### src/rtl/bw_pkg.sv
package bw_pkg;

  typedef enum logic [1:0] {
    SRC_BUS  = 2'd0,
    SRC_ROM  = 2'd1,
    SRC_ZERO = 2'd2
  } din_src_e;

  // Chooses where the processor read data comes from.
  function automatic din_src_e pick_src(input logic pending,
                                        input logic rom_hit,
                                        input logic blank_rom);
    din_src_e s;
    if (rom_hit && blank_rom)  s = SRC_ROM;
    else if (rom_hit)          s = SRC_BUS;
    else if (pending)          s = SRC_ZERO;
    else                       s = SRC_BUS;
    return s;
  endfunction

endpackage

### src/rtl/bw_base_decode.sv
module bw_base_decode #(
  parameter int ADDR_W   = 16,
  parameter int BLOCK_AW = 12
) (
  input  logic [(2**(ADDR_W-BLOCK_AW-1))-1:0] base_sel,
  output logic                                base_ok,
  output logic [ADDR_W-BLOCK_AW-1:0]          base_blk
);
  localparam int BLK_W = ADDR_W - BLOCK_AW;
  localparam int SEL_N = 2 ** (BLK_W - 1);
  localparam int TOP   = (2 ** BLK_W) - 1;

  function automatic int ones(input logic [SEL_N-1:0] v);
    int n = 0;
    for (int i = 0; i < SEL_N; i++) n += int'(v[i]);
    return n;
  endfunction

  logic [BLK_W-1:0] cand [SEL_N];

  genvar b;
  generate
    for (b = 0; b < SEL_N; b++) begin : g_cand
      localparam logic [BLK_W-1:0] BLK_B = BLK_W'(TOP - b);
      assign cand[b] = base_sel[b] ? BLK_B : '0;
    end
  endgenerate

  always_comb begin
    base_blk = '0;
    for (int i = 0; i < SEL_N; i++) base_blk = base_blk | cand[i];
  end

  assign base_ok = (ones(base_sel) == 1);

endmodule

### src/rtl/bw_region_match.sv
module bw_region_match #(
  parameter int ADDR_W   = 16,
  parameter int BLOCK_AW = 12,
  parameter int ROM_AW   = 10
) (
  input  logic [ADDR_W-1:0]          addr,
  input  logic                       mem_rd,
  input  logic                       base_ok,
  input  logic [ADDR_W-BLOCK_AW-1:0] base_blk,
  output logic                       rom_cs
);
  localparam int BLK_W = ADDR_W - BLOCK_AW;
  localparam int SUB_W = BLOCK_AW - ROM_AW;

  function automatic logic in_window(input logic [ADDR_W-1:0] a,
                                     input logic [BLK_W-1:0]  blk);
    return (a[ADDR_W-1:BLOCK_AW] == blk) &&
           (a[BLOCK_AW-1:ROM_AW] == SUB_W'(0));
  endfunction

  logic hit_addr;
  assign hit_addr = in_window(addr, base_blk);
  assign rom_cs   = mem_rd && base_ok && hit_addr;

endmodule

### src/rtl/bw_pending_flag.sv
module bw_pending_flag (
  input  logic clk,
  input  logic por_n,
  input  logic cpu_reset,
  input  logic jump_en_n,
  input  logic rom_cs,
  output logic pending_q,
  output logic reset_rise
);
  logic reset_q;

  assign reset_rise = cpu_reset && !reset_q;

  always_ff @(posedge clk or negedge por_n) begin
    if (!por_n) begin
      reset_q   <= 1'b0;
      pending_q <= 1'b0;
    end else begin
      reset_q <= cpu_reset;
      if (reset_rise)  pending_q <= !jump_en_n;
      else if (rom_cs) pending_q <= 1'b0;
    end
  end

  AST_LOAD_ON_RESET: assert property (@(posedge clk) disable iff (!por_n)
    reset_rise |=> (pending_q == !$past(jump_en_n)));
  AST_CLEAR_ON_HIT: assert property (@(posedge clk) disable iff (!por_n)
    (!reset_rise && rom_cs) |=> !pending_q);
  AST_HOLD_IDLE: assert property (@(posedge clk) disable iff (!por_n)
    (!reset_rise && !rom_cs) |=> (pending_q == $past(pending_q)));

endmodule

### src/rtl/boot_walk_ctrl.sv
module boot_walk_ctrl #(
  parameter int ADDR_W   = 16,
  parameter int DATA_W   = 8,
  parameter int BLOCK_AW = 12,
  parameter int ROM_AW   = 10
) (
  input  logic                                clk,
  input  logic                                por_n,
  input  logic                                cpu_reset,
  input  logic                                jump_en_n,
  input  logic [(2**(ADDR_W-BLOCK_AW-1))-1:0] base_sel,
  input  logic                                blank_on_rom,
  input  logic [ADDR_W-1:0]                   addr,
  input  logic                                mem_rd,
  input  logic [DATA_W-1:0]                   bus_din,
  input  logic [DATA_W-1:0]                   rom_dout,
  output logic [DATA_W-1:0]                   cpu_din,
  output logic                                rcv_en,
  output logic                                rom_cs
);
  import bw_pkg::*;

  localparam int BLK_W = ADDR_W - BLOCK_AW;

  logic             base_ok;
  logic [BLK_W-1:0] base_blk;
  logic             pending_q;
  logic             reset_rise;
  din_src_e         src;

  bw_base_decode #(.ADDR_W(ADDR_W), .BLOCK_AW(BLOCK_AW)) u_base (
    .base_sel (base_sel),
    .base_ok  (base_ok),
    .base_blk (base_blk)
  );

  bw_region_match #(.ADDR_W(ADDR_W), .BLOCK_AW(BLOCK_AW), .ROM_AW(ROM_AW)) u_match (
    .addr     (addr),
    .mem_rd   (mem_rd),
    .base_ok  (base_ok),
    .base_blk (base_blk),
    .rom_cs   (rom_cs)
  );

  bw_pending_flag u_flag (
    .clk        (clk),
    .por_n      (por_n),
    .cpu_reset  (cpu_reset),
    .jump_en_n  (jump_en_n),
    .rom_cs     (rom_cs),
    .pending_q  (pending_q),
    .reset_rise (reset_rise)
  );

  assign src = pick_src(pending_q, rom_cs, blank_on_rom);

  always_comb begin
    case (src)
      SRC_ROM:  cpu_din = rom_dout;
      SRC_ZERO: cpu_din = '0;
      default:  cpu_din = bus_din;
    endcase
  end

  assign rcv_en = (src == SRC_BUS);

  AST_BLANK_ZERO: assert property (@(posedge clk) disable iff (!por_n)
    (pending_q && !rom_cs) |-> (cpu_din == '0 && !rcv_en));
  AST_ROM_NEEDS_ONEHOT: assert property (@(posedge clk) disable iff (!por_n)
    rom_cs |-> $onehot(base_sel));
  AST_ROM_NEEDS_READ: assert property (@(posedge clk) disable iff (!por_n)
    rom_cs |-> mem_rd);
  AST_ROM_DATA: assert property (@(posedge clk) disable iff (!por_n)
    (rom_cs && blank_on_rom) |-> (!rcv_en && cpu_din == rom_dout));
  AST_IDLE_PASS: assert property (@(posedge clk) disable iff (!por_n)
    (!pending_q && !rom_cs) |-> (rcv_en && cpu_din == bus_din));

endmodule

### config.mk
export PLATFORM = sky130hd
export DESIGN_NAME = boot_walk_ctrl
export DESIGN_NICKNAME = d
export VERILOG_FILES = /design/src/rtl/bw_pkg.sv /design/src/rtl/bw_base_decode.sv /design/src/rtl/bw_region_match.sv /design/src/rtl/bw_pending_flag.sv /design/src/rtl/boot_walk_ctrl.sv
export SDC_FILE = /design/constraint.sdc
export NUM_CORES = 1
export LEC_CHECK = 0
export ABC_CLOCK_PERIOD_IN_PS = 11100
export BUFFER_PORTS_ARGS = -buffer_cell sky130_fd_sc_hd__buf_2
export CAP_MARGIN = 20
export CORE_MARGIN = 2
export CORE_UTILIZATION = 38
export CTS_CLUSTER_DIAMETER = 120
export CTS_CLUSTER_SIZE = 12
export DETAILED_ROUTE_END_ITERATION = 10
export HOLD_SLACK_MARGIN = 0.12
export PLACE_DENSITY = 0.86
export SETUP_SLACK_MARGIN = 0.3
export SKIP_LAST_GASP = 1
export SYNTH_ARGS = -nofsm -noshare
export SYNTH_HDL_FRONTEND = slang
export SYNTH_HIERARCHICAL = 1
export SYNTH_SLANG_ARGS = --single-unit
### constraint.sdc
create_clock -name clk -period 11.1 [get_ports clk]
set_input_delay 1.11 -clock clk [delete_from_list [all_inputs] [get_ports clk]]
set_output_delay 1.11 -clock clk [all_outputs]
set_load 0.005 [all_outputs]
* After elaboration in Yosys (flattened, before gate mapping)
Index checks and enable logic that the tools add are counted.
** Word-level totals
- Output and inout port bits :: 10
- Bits of input ports :: 46
- Logic and storage cells :: 44
- Register bits :: 2
** Cells by class
- Reductions and logical operators :: 10
- Equal/unequal tests :: 4
- Multiplexer cells :: 14
- $add $sub $neg :: 7
- Bitwise gates (word level) :: 7
** Operators with widths (count)
- $add 32x2->32 :: 6
- $eq 32x2->1 const B :: 1
- $mux 4 :: 8
- $or 4x4->4 :: 7
- $pmux 8 s2 :: 1
- $mux 2 :: 3
- $logic_and 1x1->1 :: 5
- $eq 4x4->1 :: 1
- $logic_not 2->1 :: 2
- $add 1x1->2 :: 1
- $eq 2x1->1 const B :: 1
- $eq 2x2->1 const B :: 1
- $logic_not 1->1 :: 2
- $mux 1 :: 2
- $reduce_bool 2->1 :: 1

* Depth between registers and ports, before layout
- Depth after elaboration :: 15
- Mapped depth :: 15
- Depth with buffers taken out :: 14

* By module
Netlist, hierarchy kept.
** Modules (own cells, without submodules)
- bw_base_decode :: times used 1, cells each 33, area an instance 252.7 µm², seq. area each 0.0 µm²
- boot_walk_ctrl :: times used 1, cells each 20, area an instance 196.4 µm², seq. area each 0.0 µm²
- bw_pending_flag :: times used 1, cells each 5, area an instance 80.1 µm², seq. area each 50.0 µm²
- bw_region_match :: times used 1, cells each 7, area an instance 57.6 µm², seq. area each 0.0 µm²

* Worst setup path after synthesis
OpenSTA, ideal clock, no wires.
- Kind :: input -> output
- From :: input port base_sel[0]
- To :: output port cpu_din[0]
- Path buffers :: 1
- Setup slack :: 5310 ps
- Data required time :: 9990 ps
- Stages :: 15
- Arrival :: 4680 ps
- Cells stage by stage :: inv_1 fa_1 fa_1 fa_1 inv_1 ha_1 inv_1 fa_1 nand2_1 o41ai_2 nand4_1 nor4_2 buf_2 nor2_2 a22o_1
** Between the ends
- Elaborated cells between the ends (all ways) :: 26
- Classes of those cells :: add/sub (7); eq/ne (4); mux (4); bitwise (7); reduce/logical (4)
** RTL lines
- start: declaration :: RTL line boot_walk_ctrl.sv:11 : input logic [(2**(ADDR_W-BLOCK_AW-1))-1:0] base_sel,
- $add 1x1->2 (*) :: RTL line bw_base_decode.sv:15 : for (int i = 0; i < SEL_N; i++) n += int'(v[i]);
- $add 32x2->32 (*) (6 in series) :: RTL line bw_base_decode.sv:15
- $eq 32x2->1 (*) :: RTL line bw_base_decode.sv:34 : assign base_ok = (ones(base_sel) == 1);
- named net base_ok :: RTL line boot_walk_ctrl.sv:25 : logic base_ok;
- $logic_and 1x1->1 (*) (2 in series) :: RTL line bw_region_match.sv:23 : assign rom_cs = mem_rd && base_ok && hit_addr;
- named net rom_cs :: RTL line boot_walk_ctrl.sv:19 : output logic rom_cs
- $mux 2 or $logic_and 1x1->1 (tied branches) :: RTL line bw_pkg.sv:15, bw_pkg.sv:14
- $mux 2 (*) :: RTL line bw_pkg.sv:14 : if (rom_hit && blank_rom) s = SRC_ROM;
- $eq 2x2->1 or $eq 2x1->1 (tied branches) :: RTL line boot_walk_ctrl.sv:58 : case (src)
- $pmux 8 s2 (*) :: RTL line boot_walk_ctrl.sv:58
- end: declaration :: RTL line boot_walk_ctrl.sv:17 : output logic [DATA_W-1:0] cpu_din,
Mark *: on every way through the listed nets, which the timed path passes. The rest lies on a longest branch.

* Worst setup path after layout
- From :: input port base_sel[0]
- To :: output port cpu_din[2]
** Between the ends
- Elaborated cells between the ends (all ways) :: 26
- Classes of those cells :: add/sub (7); eq/ne (4); mux (4); bitwise (7); reduce/logical (4)
** RTL lines (RTL line)
- $add 1x1->2 (*) :: bw_base_decode.sv:15
- $add 32x2->32 (*) (6 in series) :: bw_base_decode.sv:15
- $eq 32x2->1 (*) :: bw_base_decode.sv:34
- named net base_ok :: boot_walk_ctrl.sv:25
- $logic_and 1x1->1 (*) (2 in series) :: bw_region_match.sv:23
- $mux 2 or $logic_and 1x1->1 (tied branches) :: bw_pkg.sv:15, bw_pkg.sv:14
- $mux 2 (*) :: bw_pkg.sv:14
- $eq 2x2->1 or $eq 2x1->1 (tied branches) :: boot_walk_ctrl.sv:58
- $pmux 8 s2 (*) :: boot_walk_ctrl.sv:58
Marked as above.

==> impl_metrics.csv <==
group,metric,value,unit
routing,dr.first_iter.drc_count,2,
logic_synthesis,yosys_warnings,6,
clocking,tritoncts,"done",
global_routing,grt_first_pass_wirelength,2049,um
setup_path,critical_path.startpoint_type,"input port",
placement,dpl.hpwl,1158,um
logic_synthesis,synth_compound_gate_area_share,0.1471,
logic_synthesis,yosys-mux-area-fraction,0.1940,
logic_synthesis,post_synth_num_cell_types,23,
power_and_ir_drop,report.power.total,66.01,uW
logic_synthesis,ys_ff_latch,2,
logic_synthesis,synth_simple_gate_area_share,0.1812,
sta,max-slew-margin-rel,0.3310,
finish,nets,167,
clocking,clock_h_tree_levels,1,
setup_path,crit_fanout,12,
setup_path,critPathCaptureType,"output pin",
logic_synthesis,synth-xor-area-share,0.05970,
setup_path,cpMostUsedCell,"sky130_fd_sc_hd__fa_1",
placement,placement.setup.worst_slack,4.437,ns
sta,time_the_final_worst_path_needs_with_i_o_delays_and_setup,6.640,ns
clocking,cts_hold_bufs,0,
sta,fin_tns_setup,0,ns
logic_synthesis,number_of_nets_in_the_synthesized_netlist,119,
clocking,clk_pin_slew,0.03,ns
placement,gp_routability_congestion,0.7452,
floorplanning,floorplan.io_pins,56,
sta,finalSetupViolations,0,
floorplanning,core.rowCount,14,
sta,setup_repair_after_global_routing_missed_its_margin,"no",
clocking,worst_skew_pair.late_latency,0.22,ns
floorplanning,fp.dieArea,1874,um2
finish,fillerInstances,137,
power_and_ir_drop,leakage,0.0004648,uW
logic_synthesis,synth_top_cells_by_area,"sky130_fd_sc_hd__fa_1, sky130_fd_sc_hd__mux2_2, sky130_fd_sc_hd__a22o_1",
clocking,cts_setup_buffers,0,
setup_path,worst_path_max_delay_cell,"sky130_fd_sc_hd__nor4_2",
routing,antenna_violating_nets_post_route,0,
global_routing,groute.usage.overall,0.1436,
setup_path,critical-path-max-stage-delay,0.90,ns
global_routing,grt_antenna_before_repair,0,
logic_synthesis,synth_seq_area_share,0.08529,
worst_hold_path,worstHoldPathType,"reg -> reg",
routing,detail_route.vias_per_cell,4.953,
global_routing,gr-usage-met3,0.02553,
global_routing,busiest_layer,"met2",
floorplanning,initial_core_util,0.3988,
sta,clock.fmax,150.6,MHz
logic_synthesis,synthAdderAreaFrac,0.2217,
finish,seqCellArea,50.05,um2
power_and_ir_drop,vdd.ir_drop.worst,0.04369,mV
routing,detail_route.first_pass.iterations,4,
finish,multiInputGateArea,471.7,um2
global_routing,groute.layer.met2.usage,0.2597,
setup_path,critical_path_arrival,5.53,ns
sta,worst-slew-pin-transition,0.9953,ns
routing,finalWirelength,1294,um
clocking,cts.sinks,2,
setup_path,crit_type,"in -> out",
global_routing,grt_start_max_net_pins,13,
finish,antenna_diodes,0,
clocking,cts_made_buffers,3,
sta,final_min_period_over_clock_period,0.5982,
finish,area.growth.synth_to_final,42.86,%
routing,residual_drc,0,
logic_synthesis,syn_area_per_cell,9.028,um2
sta,worst_clock_skew,0.001586,ns
finish,layoutNonFillerInstCount,127,
global_routing,grtUsageMet1,0.1484,
clocking,post_cts.resized_instances,0,
setup_path,worst_ep_required_time,9.99,ns
logic_synthesis,post-synth-top-area-fraction,0.1365,
placement,io_buffer_count,45,
logic_synthesis,synth_top_family_by_area,"adder cells",
global_routing,number_of_global_route_vias_before_repair,571,
placement,post-place-cells,124,
floorplanning,die_height,43.30,um
logic_synthesis,post_synth_inst_count,65,
global_routing,grt_remaining_overflow,0,
setup_path,worstPathCellList,"buf_2 -> inv_1 -> fa_1 -> fa_1 -> fa_1 -> inv_1 -> ha_1 -> inv_1 -> fa_1 -> nand2_1 -> o41ai_2 -> nand4_1 -> nor4_2 -> nor2_2 -> a22o_1 -> buf_2",
clocking,clock-root-buffer,"sky130_fd_sc_hd__clkbuf_4",
routing,count_of_vias_placed_by_the_detailed_router,629,
power_and_ir_drop,cell_area_power_density,78.75,nW/um2
flow_run,max_capacitance_violation_count,0,
sta,max_slew_violation_count,0,
sta,least_setup_slack_across_all_paths_after_layout,4.460,ns
sta,finalHoldViolCount,0,
outcome,result_of_the_run,"complete, no violations",
routing,routed_wire_length_per_instance,10.19,um
finish,drive_above_1_share,0.5405,
logic_synthesis,yosysTopAreaCell,"sky130_fd_sc_hd__fa_1",
clocking,ctsLongestPathBuffers,2,
floorplanning,die_width,43.30,um
logic_synthesis,synth_area,586.8,um2
floorplanning,core_area,1471,um2
final cells by class:
| cell class | count | area share |
|---|---|---|
| well taps | 16 | 0.02388 |
| repair buffers | 45 | 0.2687 |
| multi-input cells | 48 | 0.5627 |
| clock buffers | 3 | 0.02687 |
| flip-flops and latches | 2 | 0.05970 |
| inverters | 13 | 0.05821 |
synth_stat cells:
library cell / number
sky130_fd_sc_hd__xnor2_1: 1
sky130_fd_sc_hd__o41ai_2: 1
sky130_fd_sc_hd__ha_1: 4
sky130_fd_sc_hd__nand4b_1: 1
sky130_fd_sc_hd__buf_6: 1
sky130_fd_sc_hd__a22o_1: 8
sky130_fd_sc_hd__mux2_4: 1
sky130_fd_sc_hd__and2_1: 1
sky130_fd_sc_hd__nor4_2: 1
sky130_fd_sc_hd__fa_1: 4
sky130_fd_sc_hd__nor2b_4: 1
sky130_fd_sc_hd__inv_1: 13
sky130_fd_sc_hd__nand4_1: 2
sky130_fd_sc_hd__or4_1: 1
sky130_fd_sc_hd__nand2b_1: 2
sky130_fd_sc_hd__mux2_2: 7
sky130_fd_sc_hd__dfrtp_1: 2
sky130_fd_sc_hd__nor2_2: 1
sky130_fd_sc_hd__nand2_1: 3
sky130_fd_sc_hd__xor2_1: 3
sky130_fd_sc_hd__buf_2: 1
sky130_fd_sc_hd__nor2_1: 4
sky130_fd_sc_hd__mux2i_1: 2
worst paths after layout:
kind | from | endpoint | slack, ns | cells after the start
setup / recovery | base_sel[0] | cpu_din[2] | 4.46 | 16
hold / removal | u_flag/reset_q | u_flag/pending_q | 0.55 | 2
setup reg to reg | u_flag/reset_q | u_flag/pending_q | 10.36 | 2
hold reg to reg | u_flag/reset_q | u_flag/pending_q | 0.55 | 2
max in group asynchronous | por_n | u_flag/reset_q | 10.34 | 1
min in group asynchronous | por_n | u_flag/pending_q | 0.67 | 1
registers in the layout, summed over array words and instances, names as in the netlist:
name              flops
u_flag/reset_q        1
u_flag/pending_q      1
report_power, final:
| part | leakage [uW] | switching, uW | internal, uW |
|---|---|---|---|
| logic | 0.000428 | 19.4 | 22.2 |
| clock network | 0.0000138 | 3.75 | 11.9 |
| registers | 0.0000234 | 0.594 | 8.10 |
| total | 0.000465 | 23.8 | 42.2 |
logic make-up (layout without fill, tap and decap cells):
kind of cell    after synthesis  in the layout
flops                         2              2
buf+inv                      15             61
mux                          10             10
fa+ha+maj                     8              8
simple gates                 17             17
compound gates                9              9
xor+xnor                      4              4
layer usage:
layer  vias up  wire length, um
met5         -                0
met4         0               18
met3         2              147
met2        36              638
met1       276              489
li1        315                -
metrics by stage:
| stage | utilization | hold slack [ns] | area [um2] |
|---|---|---|---|
| detailed placement | 0.5544 | 0.5524 | 815.8 |
| global placement | 0.5544 | 0.5450 | 815.8 |
| global route | 0.5697 | 0.5614 | 838.3 |
| CTS | 0.5697 | 0.5514 | 838.3 |
| finish | 0.5697 | 0.5501 | 838.3 |
| floorplan | - | 0.5377 | 586.8 |
cells in the final DEF, fill, tap and decap left out, drive strengths merged:
master  count
xor2        3
inv        13
clkbuf      3
nor2b       1
and2        1
nor4        1
or4         1
mux2i       2
a22o        8
nand2b      2
xnor2       1
ha          4
nand2       3
nand4       2
nor2        5
mux2        8
nand4b      1
fa          4
o41ai       1
buf        45
dfrtp       2
critical path: cells and delay by family:
family	cells	cell delay, ns
compound gates	2	0.60
simple gates	4	1.34
fa+ha+maj	5	2.09
buf+inv	5	0.39
No activity file was read; power rests on OpenSTA's default activity.
